$ cat config.mk
export PLATFORM = sky130hd
export DESIGN_NAME = cycle_status_gen
export DESIGN_NICKNAME = d
export VERILOG_FILES = /design/src/rtl/csg_pkg.sv /design/src/rtl/csg_layout.sv /design/src/rtl/csg_locate.sv /design/src/rtl/cycle_status_gen.sv
export SDC_FILE = /design/constraint.sdc
export NUM_CORES = 1
export LEC_CHECK = 0
export ABC_AREA = 1
export BUFFER_PORTS_ARGS = -buffer_cell sky130_fd_sc_hd__buf_2
export CAP_MARGIN = 20
export CORE_UTILIZATION = 53
export DETAILED_ROUTE_END_ITERATION = 6
export PLACE_DENSITY = 0.79
export REMOVE_ABC_BUFFERS = 1
export SLEW_MARGIN = 30
export SYNTH_ARGS = -nofsm -noshare
export SYNTH_HDL_FRONTEND = slang
export SYNTH_SLANG_ARGS = --single-unit
$ cat constraint.sdc
create_clock -name clk -period 0.8 [get_ports clk]
set_input_delay 0.16 -clock clk [delete_from_list [all_inputs] [get_ports clk]]
set_output_delay 0.16 -clock clk [all_outputs]
set_load 0.01 [all_outputs]
$ cat src/rtl/csg_pkg.sv
package csg_pkg;

  typedef enum logic [3:0] {
    K_FETCH   = 4'd0,
    K_MEM_RD  = 4'd1,
    K_MEM_WR  = 4'd2,
    K_STK_RD  = 4'd3,
    K_STK_WR  = 4'd4,
    K_IO_RD   = 4'd5,
    K_IO_WR   = 4'd6,
    K_INT_ACK = 4'd7,
    K_HLT_ACK = 4'd8
  } kind_t;

  localparam int STATUS_W   = 8;
  localparam int MAX_LATER  = 4;               // longest layout after the first cycle
  localparam int CNT_W      = $clog2(MAX_LATER + 1);
  localparam int LATER_LEN  = 3;               // T-states per later machine cycle
  localparam logic [7:0] OP_HALT = 8'h76;
  localparam int HALT_PHASE = 4;

  // Status bit positions (bit 7 down to bit 0 is the external order)
  localparam int SB_MEMR  = 7;
  localparam int SB_INP   = 6;
  localparam int SB_M1    = 5;
  localparam int SB_OUT   = 4;
  localparam int SB_HLTA  = 3;
  localparam int SB_STACK = 2;
  localparam int SB_WR_N  = 1;
  localparam int SB_INTA  = 0;

  function automatic logic [STATUS_W-1:0] encode_status(input kind_t k);
    logic [STATUS_W-1:0] s;
    s = '0;
    s[SB_MEMR]  = (k == K_FETCH) || (k == K_MEM_RD) || (k == K_STK_RD) || (k == K_HLT_ACK);
    s[SB_INP]   = (k == K_IO_RD);
    s[SB_M1]    = (k == K_FETCH) || (k == K_INT_ACK);
    s[SB_OUT]   = (k == K_IO_WR);
    s[SB_HLTA]  = (k == K_HLT_ACK);
    s[SB_STACK] = (k == K_STK_RD) || (k == K_STK_WR);
    s[SB_WR_N]  = !((k == K_MEM_WR) || (k == K_STK_WR) || (k == K_IO_WR));
    s[SB_INTA]  = (k == K_INT_ACK);
    return s;
  endfunction

  function automatic logic is_write_kind(input kind_t k);
    return (k == K_MEM_WR) || (k == K_STK_WR) || (k == K_IO_WR);
  endfunction

endpackage

$ cat src/rtl/csg_layout.sv
module csg_layout
  import csg_pkg::*;
(
  input  logic                        clk,
  input  logic                        rst_n,
  input  logic [7:0]                  opcode_i,
  input  logic                        taken_i,
  output logic [2:0]                  m1_len_o,
  output logic [CNT_W-1:0]            n_later_o,
  output kind_t [MAX_LATER-1:0]       kinds_o
);

  always_comb begin
    m1_len_o  = 3'd4;
    n_later_o = '0;
    for (int i = 0; i < MAX_LATER; i++) kinds_o[i] = K_FETCH;
    case (opcode_i)
      8'h06: begin
        n_later_o  = CNT_W'(1);
        kinds_o[0] = K_MEM_RD;
      end
      8'h01: begin
        n_later_o  = CNT_W'(2);
        kinds_o[0] = K_MEM_RD;
        kinds_o[1] = K_MEM_RD;
      end
      8'h32: begin
        n_later_o  = CNT_W'(3);
        kinds_o[0] = K_MEM_RD;
        kinds_o[1] = K_MEM_RD;
        kinds_o[2] = K_MEM_WR;
      end
      8'h3A: begin
        n_later_o  = CNT_W'(3);
        kinds_o[0] = K_MEM_RD;
        kinds_o[1] = K_MEM_RD;
        kinds_o[2] = K_MEM_RD;
      end
      8'hDB: begin
        n_later_o  = CNT_W'(2);
        kinds_o[0] = K_MEM_RD;
        kinds_o[1] = K_IO_RD;
      end
      8'hD3: begin
        n_later_o  = CNT_W'(2);
        kinds_o[0] = K_MEM_RD;
        kinds_o[1] = K_IO_WR;
      end
      8'hC5: begin
        m1_len_o   = 3'd5;
        n_later_o  = CNT_W'(2);
        kinds_o[0] = K_STK_WR;
        kinds_o[1] = K_STK_WR;
      end
      8'hC1, 8'hC9: begin
        n_later_o  = CNT_W'(2);
        kinds_o[0] = K_STK_RD;
        kinds_o[1] = K_STK_RD;
      end
      8'hCD: begin
        m1_len_o   = 3'd5;
        n_later_o  = CNT_W'(4);
        kinds_o[0] = K_MEM_RD;
        kinds_o[1] = K_MEM_RD;
        kinds_o[2] = K_STK_WR;
        kinds_o[3] = K_STK_WR;
      end
      8'hC4: begin
        m1_len_o   = 3'd5;
        n_later_o  = taken_i ? CNT_W'(4) : CNT_W'(2);
        kinds_o[0] = K_MEM_RD;
        kinds_o[1] = K_MEM_RD;
        kinds_o[2] = K_STK_WR;
        kinds_o[3] = K_STK_WR;
      end
      8'hC0: begin
        m1_len_o   = 3'd5;
        n_later_o  = taken_i ? CNT_W'(2) : CNT_W'(0);
        kinds_o[0] = K_STK_RD;
        kinds_o[1] = K_STK_RD;
      end
      default: begin
        n_later_o = '0;
      end
    endcase
  end

  // Layout never declares more later cycles than the slot array holds
  AST_LAYOUT_FITS: assert property (@(posedge clk) disable iff (!rst_n)
    n_later_o <= CNT_W'(MAX_LATER));
  // First cycle is 4 or 5 T-states long
  AST_M1_LEN: assert property (@(posedge clk) disable iff (!rst_n)
    (m1_len_o == 3'd4) || (m1_len_o == 3'd5));

endmodule

$ cat src/rtl/csg_locate.sv
module csg_locate
  import csg_pkg::*;
#(
  parameter int PHASE_W = 5
) (
  input  logic                   clk,
  input  logic                   rst_n,
  input  logic [PHASE_W-1:0]     phase_i,
  input  logic [2:0]             m1_len_i,
  input  logic [CNT_W-1:0]       n_later_i,
  output logic                   in_m1_o,
  output logic [MAX_LATER-1:0]   slot_hit_o
);

  localparam int SW = PHASE_W + 3;

  logic [SW-1:0] ph_ext;
  assign ph_ext  = SW'(phase_i);
  assign in_m1_o = ph_ext < SW'(m1_len_i);

  for (genvar k = 0; k < MAX_LATER; k++) begin : g_slot
    logic [SW-1:0] lo;
    logic [SW-1:0] hi;
    assign lo = SW'(m1_len_i) + SW'(LATER_LEN * k);
    assign hi = lo + SW'(LATER_LEN);
    assign slot_hit_o[k] = (CNT_W'(k) < n_later_i) && (ph_ext >= lo) && (ph_ext < hi);
  end

  // At most one later cycle claims a given phase
  AST_ONE_SLOT: assert property (@(posedge clk) disable iff (!rst_n)
    $onehot0(slot_hit_o));
  // A phase inside the first cycle never falls into a later slot
  AST_M1_EXCLUSIVE: assert property (@(posedge clk) disable iff (!rst_n)
    in_m1_o |-> (slot_hit_o == '0));

endmodule

$ cat src/rtl/cycle_status_gen.sv
module cycle_status_gen
  import csg_pkg::*;
#(
  parameter int PHASE_W = 5
) (
  input  logic               clk,
  input  logic               rst_n,
  input  logic [7:0]         opcode_i,
  input  logic [PHASE_W-1:0] phase_i,
  input  logic               phase_valid_i,
  input  logic               branch_taken_i,
  input  logic               halted_i,
  input  logic               int_req_i,
  input  logic               int_en_i,
  output logic [7:0]         status_o,
  output logic [3:0]         kind_o
);

  logic [2:0]             m1_len;
  logic [CNT_W-1:0]       n_later;
  kind_t [MAX_LATER-1:0]  kinds;
  logic                   in_m1;
  logic [MAX_LATER-1:0]   slot_hit;

  csg_layout u_layout (
    .clk       (clk),
    .rst_n     (rst_n),
    .opcode_i  (opcode_i),
    .taken_i   (branch_taken_i),
    .m1_len_o  (m1_len),
    .n_later_o (n_later),
    .kinds_o   (kinds)
  );

  csg_locate #(.PHASE_W(PHASE_W)) u_locate (
    .clk        (clk),
    .rst_n      (rst_n),
    .phase_i    (phase_i),
    .m1_len_i   (m1_len),
    .n_later_i  (n_later),
    .in_m1_o    (in_m1),
    .slot_hit_o (slot_hit)
  );

  // Named decision events
  logic  inta_win;
  logic  halt_win;
  logic  hlt_op_hold;
  kind_t table_kind;
  kind_t next_kind;
  kind_t kind_q;
  logic [STATUS_W-1:0] status_q;

  assign inta_win    = int_req_i && int_en_i;
  assign halt_win    = halted_i && !inta_win;
  assign hlt_op_hold = phase_valid_i && (opcode_i == OP_HALT)
                       && (phase_i >= PHASE_W'(HALT_PHASE));

  always_comb begin
    table_kind = K_FETCH;
    for (int k = 0; k < MAX_LATER; k++) begin
      if (slot_hit[k]) table_kind = kinds[k];
    end
  end

  always_comb begin
    if (inta_win)            next_kind = K_INT_ACK;
    else if (halted_i)       next_kind = K_HLT_ACK;
    else if (!phase_valid_i) next_kind = K_FETCH;
    else if (hlt_op_hold)    next_kind = K_HLT_ACK;
    else if (in_m1)          next_kind = K_FETCH;
    else                     next_kind = table_kind;
  end

  always_ff @(posedge clk or negedge rst_n) begin
    if (!rst_n) begin
      kind_q   <= K_FETCH;
      status_q <= encode_status(K_FETCH);
    end else begin
      kind_q   <= next_kind;
      status_q <= encode_status(next_kind);
    end
  end

  assign kind_o   = kind_q;
  assign status_o = status_q;

  AST_INTA_FIRST: assert property (@(posedge clk) disable iff (!rst_n)
    inta_win |=> (kind_o == K_INT_ACK));
  AST_HALT_NEXT: assert property (@(posedge clk) disable iff (!rst_n)
    halt_win |=> (kind_o == K_HLT_ACK));
  AST_COLD_FETCH: assert property (@(posedge clk) disable iff (!rst_n)
    (!phase_valid_i && !halted_i && !inta_win) |=> (status_o == 8'hA2));
  AST_PHASE0_FETCH: assert property (@(posedge clk) disable iff (!rst_n)
    (phase_valid_i && phase_i == '0 && !halted_i && !inta_win) |=> (kind_o == K_FETCH));
  AST_WRITE_STROBE: assert property (@(posedge clk) disable iff (!rst_n)
    status_o[SB_WR_N] == !is_write_kind(kind_t'(kind_o)));
  AST_HLT_OPCODE: assert property (@(posedge clk) disable iff (!rst_n)
    (hlt_op_hold && !inta_win) |=> (status_o == 8'h8A));

endmodule

==> reports/results.txt, run 1 <==
Summed instance area of the synthesized netlist -> 0.001289 mm2
Total of cells resized after clock tree synthesis -> 59
Cell with the most instances after synthesis -> sky130_fd_sc_hd__nand2_1
Post-CTS setup buffer count -> 17
Seq/Total Area, Yosys -> 23.59%
Count of distinct cell types in the synthesized netlist -> 25
Tool Error -> [ERROR DPL-0033] detailed placement checks failed during check placement.
Number of levels in the clock H-tree -> 1
Sinks on the clock net -> 12
Share of async-settable or async-resettable flops after synthesis -> 100.0%
Fraction of post-synthesis cell area in the top cell type by area -> 17.48%
Vert. Die Dim -> 51.31 um
Commonest cells in the synthesized netlist -> 55 x sky130_fd_sc_hd__nand2_1, 31 x sky130_fd_sc_hd__nor2_1, 30 x sky130_fd_sc_hd__inv_1
Number of enable flip-flop cells after synthesis -> 0
Count of port buffers added during placement -> 31
Starting utilization of the core area -> 57.16%
Number of top-level pins -> 32
Largest area contributor in the synthesized netlist -> sky130_fd_sc_hd__dfrtp_1
GPL Wtd Cong -> 0.8569
Gate count of the mapped netlist -> 208
Seq cells post-synth -> 12
Site Rows -> 17
Last stage the flow got to -> clock tree synthesis
Root buffer selected by CTS -> sky130_fd_sc_hd__clkbuf_4
Prevailing post-synth register cell -> sky130_fd_sc_hd__dfrtp_1
Biggest area contributors in the synthesized netlist -> sky130_fd_sc_hd__dfrtp_1 17%, sky130_fd_sc_hd__nand2_1 16%, sky130_fd_sc_hd__nor2_1 9.0%
Die span in x -> 51.31 um
Post-detailed-placement half-perimeter wirelength -> 2.994 mm
Hold_buf cts -> 1
Syn. warnings -> 0
Result of the run -> aborted with a tool error
Syn avg cell area -> 6.196 um2
CTS Buffer Depth -> 2
Number of buffers created by CTS -> 3
## cells by family after synthesis
kind of cell	after synthesis	synth area share (%)
AND/OR/NAND/NOR	135	51.17
buffers and inverters	38	11.07
AO/OA/AOI/OAI	16	7.379
flip-flops	12	23.59
adder cells (fa/ha/maj)	7	6.796
## through the flow
step / cell area (um2) / instances / hold WS, ps / worst slack [ps] / utilization (%)
detailed placement: 1764 / 305 / 39.56 / -1816 / 78.25
floorplan: 1289 / 208 / -135.6 / -1561 / -
global placement: 1764 / 305 / 32.86 / -1784 / 78.25
==> run 2: changes to the inputs <==
--- a/config.mk
+++ b/config.mk
@@ -8,9 +8,10 @@
 export ABC_AREA = 1
 export BUFFER_PORTS_ARGS = -buffer_cell sky130_fd_sc_hd__buf_2
 export CAP_MARGIN = 20
-export CORE_UTILIZATION = 53
+export CORE_AREA = 2 2 63 65
 export DETAILED_ROUTE_END_ITERATION = 6
-export PLACE_DENSITY = 0.79
+export DIE_AREA = 0 0 65 67
+export PLACE_DENSITY_LB_ADDON = 0.15
 export REMOVE_ABC_BUFFERS = 1
 export SLEW_MARGIN = 30
 export SYNTH_ARGS = -nofsm -noshare
==> reports/results.txt, run 2 <==
Maximum ir drop on the vdd rail -> 0.4430 mV
Number of max-capacitance violations reported -> 0
Total wirelength of the detailed-routed design -> 3.775 mm
Syn avg cell area -> 6.196 um2
Pwr/cell area -> 865.5 mW/mm2
Seq cells post-synth -> 12
Final Cycle Share -> 284.3%
Final antenna-violating net count -> 0
Final Hold Vio Count -> 0
Prevailing post-synth register cell -> sky130_fd_sc_hd__dfrtp_1
Kind of start point of the critical path -> input pin
Critical path capture point type -> register
Clock period minus worst slack -> 2274 ps
Worst min-delay path category -> input pin to asynchronous set/reset pin
Final net count -> 330
Number of failing setup endpoints in the final timing report -> 23
Count of distinct cell types in the synthesized netlist -> 25
Maximum net fanout on the critical path -> 4
Syn. warnings -> 0
Crit Path Category -> input pin to register
Seq/Total Area, Yosys -> 23.59%
Result of the run -> complete, but fails checks
Wire length of the first global-routing pass -> 6.161 mm
Largest area contributor in the synthesized netlist -> sky130_fd_sc_hd__dfrtp_1
Number of enable flip-flop cells after synthesis -> 0
Final Hold Slack -> 323.9 ps
Rel. slew slack -> 81.88%
Post-placement setup slack -> -1722 ps
Overflow after GRT -> 0
Count of non-filler cells in the finished layout -> 350
Site Rows -> 22
Share of async-settable or async-resettable flops after synthesis -> 100.0%
Total instance count after detailed placement -> 330
Power after layout -> 2042 uW
Area of the core region -> 0.003606 mm2
Gate count of the mapped netlist -> 208
Antenna diode count -> 0
Commonest cells in the synthesized netlist -> 55 x sky130_fd_sc_hd__nand2_1, 31 x sky130_fd_sc_hd__nor2_1, 30 x sky130_fd_sc_hd__inv_1
Violation count after the first detailed-route iteration -> 58
Max Transition Viols Final -> 0
CTS Buffer Depth -> 2
Multi-input gate area in the final layout -> 0.001116 mm2
Die span in x -> 65 um
Number of top-level pins -> 32
Number of antenna violations at the first check in global routing -> 0
Fin Setup TNS -> -14,280 ps
Clock tree from TritonCTS -> done
Biggest area contributors in the synthesized netlist -> sky130_fd_sc_hd__dfrtp_1 17%, sky130_fd_sc_hd__nand2_1 16%, sky130_fd_sc_hd__nor2_1 9.0%
Number of buffers created by CTS -> 3
Commonest non-fill, non-tap cells in the layout -> 55 x sky130_fd_sc_hd__buf_4, 39 x sky130_fd_sc_hd__nand2_1, 23 x sky130_fd_sc_hd__buf_2
Tightest Pin Transition -> 271.7 ps
Sinks on the clock net -> 12
Sequential cell area -> 304.0 um2
Count of port buffers added during placement -> 31
Final Worst Setup Slack -> -1474 ps
WP data arrival -> 2400 ps
Clock slew seen by the registers of the worst setup and hold paths -> 50 ps
Starting utilization of the core area -> 35.74%
Violations in the final reports -> negative setup slack
Number of flip-flops under the largest register name -> 8
Share of layout cells above drive strength 1 -> 61.59%
Number of levels in the clock H-tree -> 1
Cell with the most instances after synthesis -> sky130_fd_sc_hd__nand2_1
Unrepaired setup endpoints after global routing -> true
Layout area overhead -> 83.11%
Number of vias in the routed layout -> 1,584
Leakage power figure -> 0.001255 uW
Most common cell after layout, fill and taps aside -> sky130_fd_sc_hd__buf_4
GPL Wtd Cong -> 0.8891
Critical path required time -> 920 ps
Summed instance area of the synthesized netlist -> 0.001289 mm2
Pin count of the biggest net entering global routing -> 13
Number of optimization iterations in the first detailed-route pass -> 4
Vert. Die Dim -> 67 um
Root buffer selected by CTS -> sky130_fd_sc_hd__clkbuf_8
Detail-routed via count per cell -> 4.526
Overall track demand over capacity in global routing -> 17.83%
Fraction of post-synthesis cell area in the top cell type by area -> 17.48%
Vias in the first global route -> 1,494
Max Freq -> 439.7 MHz
DRC violations left -> 0
Post-detailed-placement half-perimeter wirelength -> 2.730 mm
Wirelength per Cell -> 10.79 um
Area enclosed by the die boundary -> 0.004355 mm2
Final-layout fill cell count -> 321
[run 2: cell counts after synthesis]
Identical to the previous run, type by type.
[run 2: report_power, final]
| part | internal (uW) | switching (uW) |
|---|---|---|
| combinational | 366 | 386 |
| sequential | 648 | 9.16 |
| clock | 433 | 199 |
| total | 1450 | 595 |
[run 2: routing by layer]
layer | track usage (%) | vias to the layer above | part of all wire, %
li1 | - | 830 | -
met1 | 21.70 | 715 | 43
met2 | 33.63 | 35 | 53
met3 | 1.182 | 4 | 3.2
met4 | 4.787 | 0 | 0.82
met5 | 0 | - | 0
[run 2: area by class of cell]
type | instances | share of cell area, %
multi-input combinational | 158 | 47.30
timing repair buffer | 90 | 28.37
sequential | 12 | 12.88
inverter | 38 | 6.575
tap | 48 | 2.545
clock buffer | 4 | 2.333
[run 2: metrics by stage]
step	utilization (%)	cell area (um2)
2_1_floorplan	-	1289
3_3_place_gp	50.66	1827
3_5_place_dp	50.66	1827
4_1_cts	61.00	2200
5_1_grt	65.44	2360
6_report	65.44	2360
[run 2: kinds of logic after synthesis]
| group | synth area share (%) |
|---|---|
| flip-flops | 23.59 |
| adder cells (fa/ha/maj) | 6.796 |
| AND/OR/NAND/NOR | 51.17 |
| AO/OA/AOI/OAI | 7.379 |
| buffers and inverters | 11.07 |
[run 2: path summary, 6_finish.rpt]
check                              end        start  depth (start not counted)
min                          kind_o[3]        rst_n                          2
min in group clk             kind_o[3]     int_en_i                          4
max in group asynchronous  status_o[7]        rst_n                          2
max                        status_o[2]  opcode_i[6]                         22
[run 2: worst max-delay path, stage by stage]
cell and delay [ps]:
sky130_fd_sc_hd__buf_4 120, sky130_fd_sc_hd__nand2_4 70, sky130_fd_sc_hd__nor2_4 50, sky130_fd_sc_hd__buf_6 110, sky130_fd_sc_hd__nand2_2 60, sky130_fd_sc_hd__o211ai_1 80
sky130_fd_sc_hd__buf_4 160, sky130_fd_sc_hd__buf_4 140, sky130_fd_sc_hd__ha_4 270, sky130_fd_sc_hd__nor2_2 50, sky130_fd_sc_hd__o31ai_4 250, sky130_fd_sc_hd__nand2_2 100
sky130_fd_sc_hd__nand2_2 100, sky130_fd_sc_hd__nor2_2 50, sky130_fd_sc_hd__nor2_2 130, sky130_fd_sc_hd__nand2_1 100, sky130_fd_sc_hd__inv_2 80, sky130_fd_sc_hd__nand2_4 60
sky130_fd_sc_hd__nand2_4 100, sky130_fd_sc_hd__nor2_4 50, sky130_fd_sc_hd__nand2_2 50, sky130_fd_sc_hd__nand2_1 40
[run 2: repair_timing]
item / CTS / global route
setup buffers: 11 / 5
endpoints found under the setup margin: 23 / 23
hold buffers: 1 / 0
pin swaps: 32 / 29
endpoints found under the hold margin: 9 / 0
gates resized for setup: 63 / 37
No activity file was read; power rests on OpenSTA's default activity.
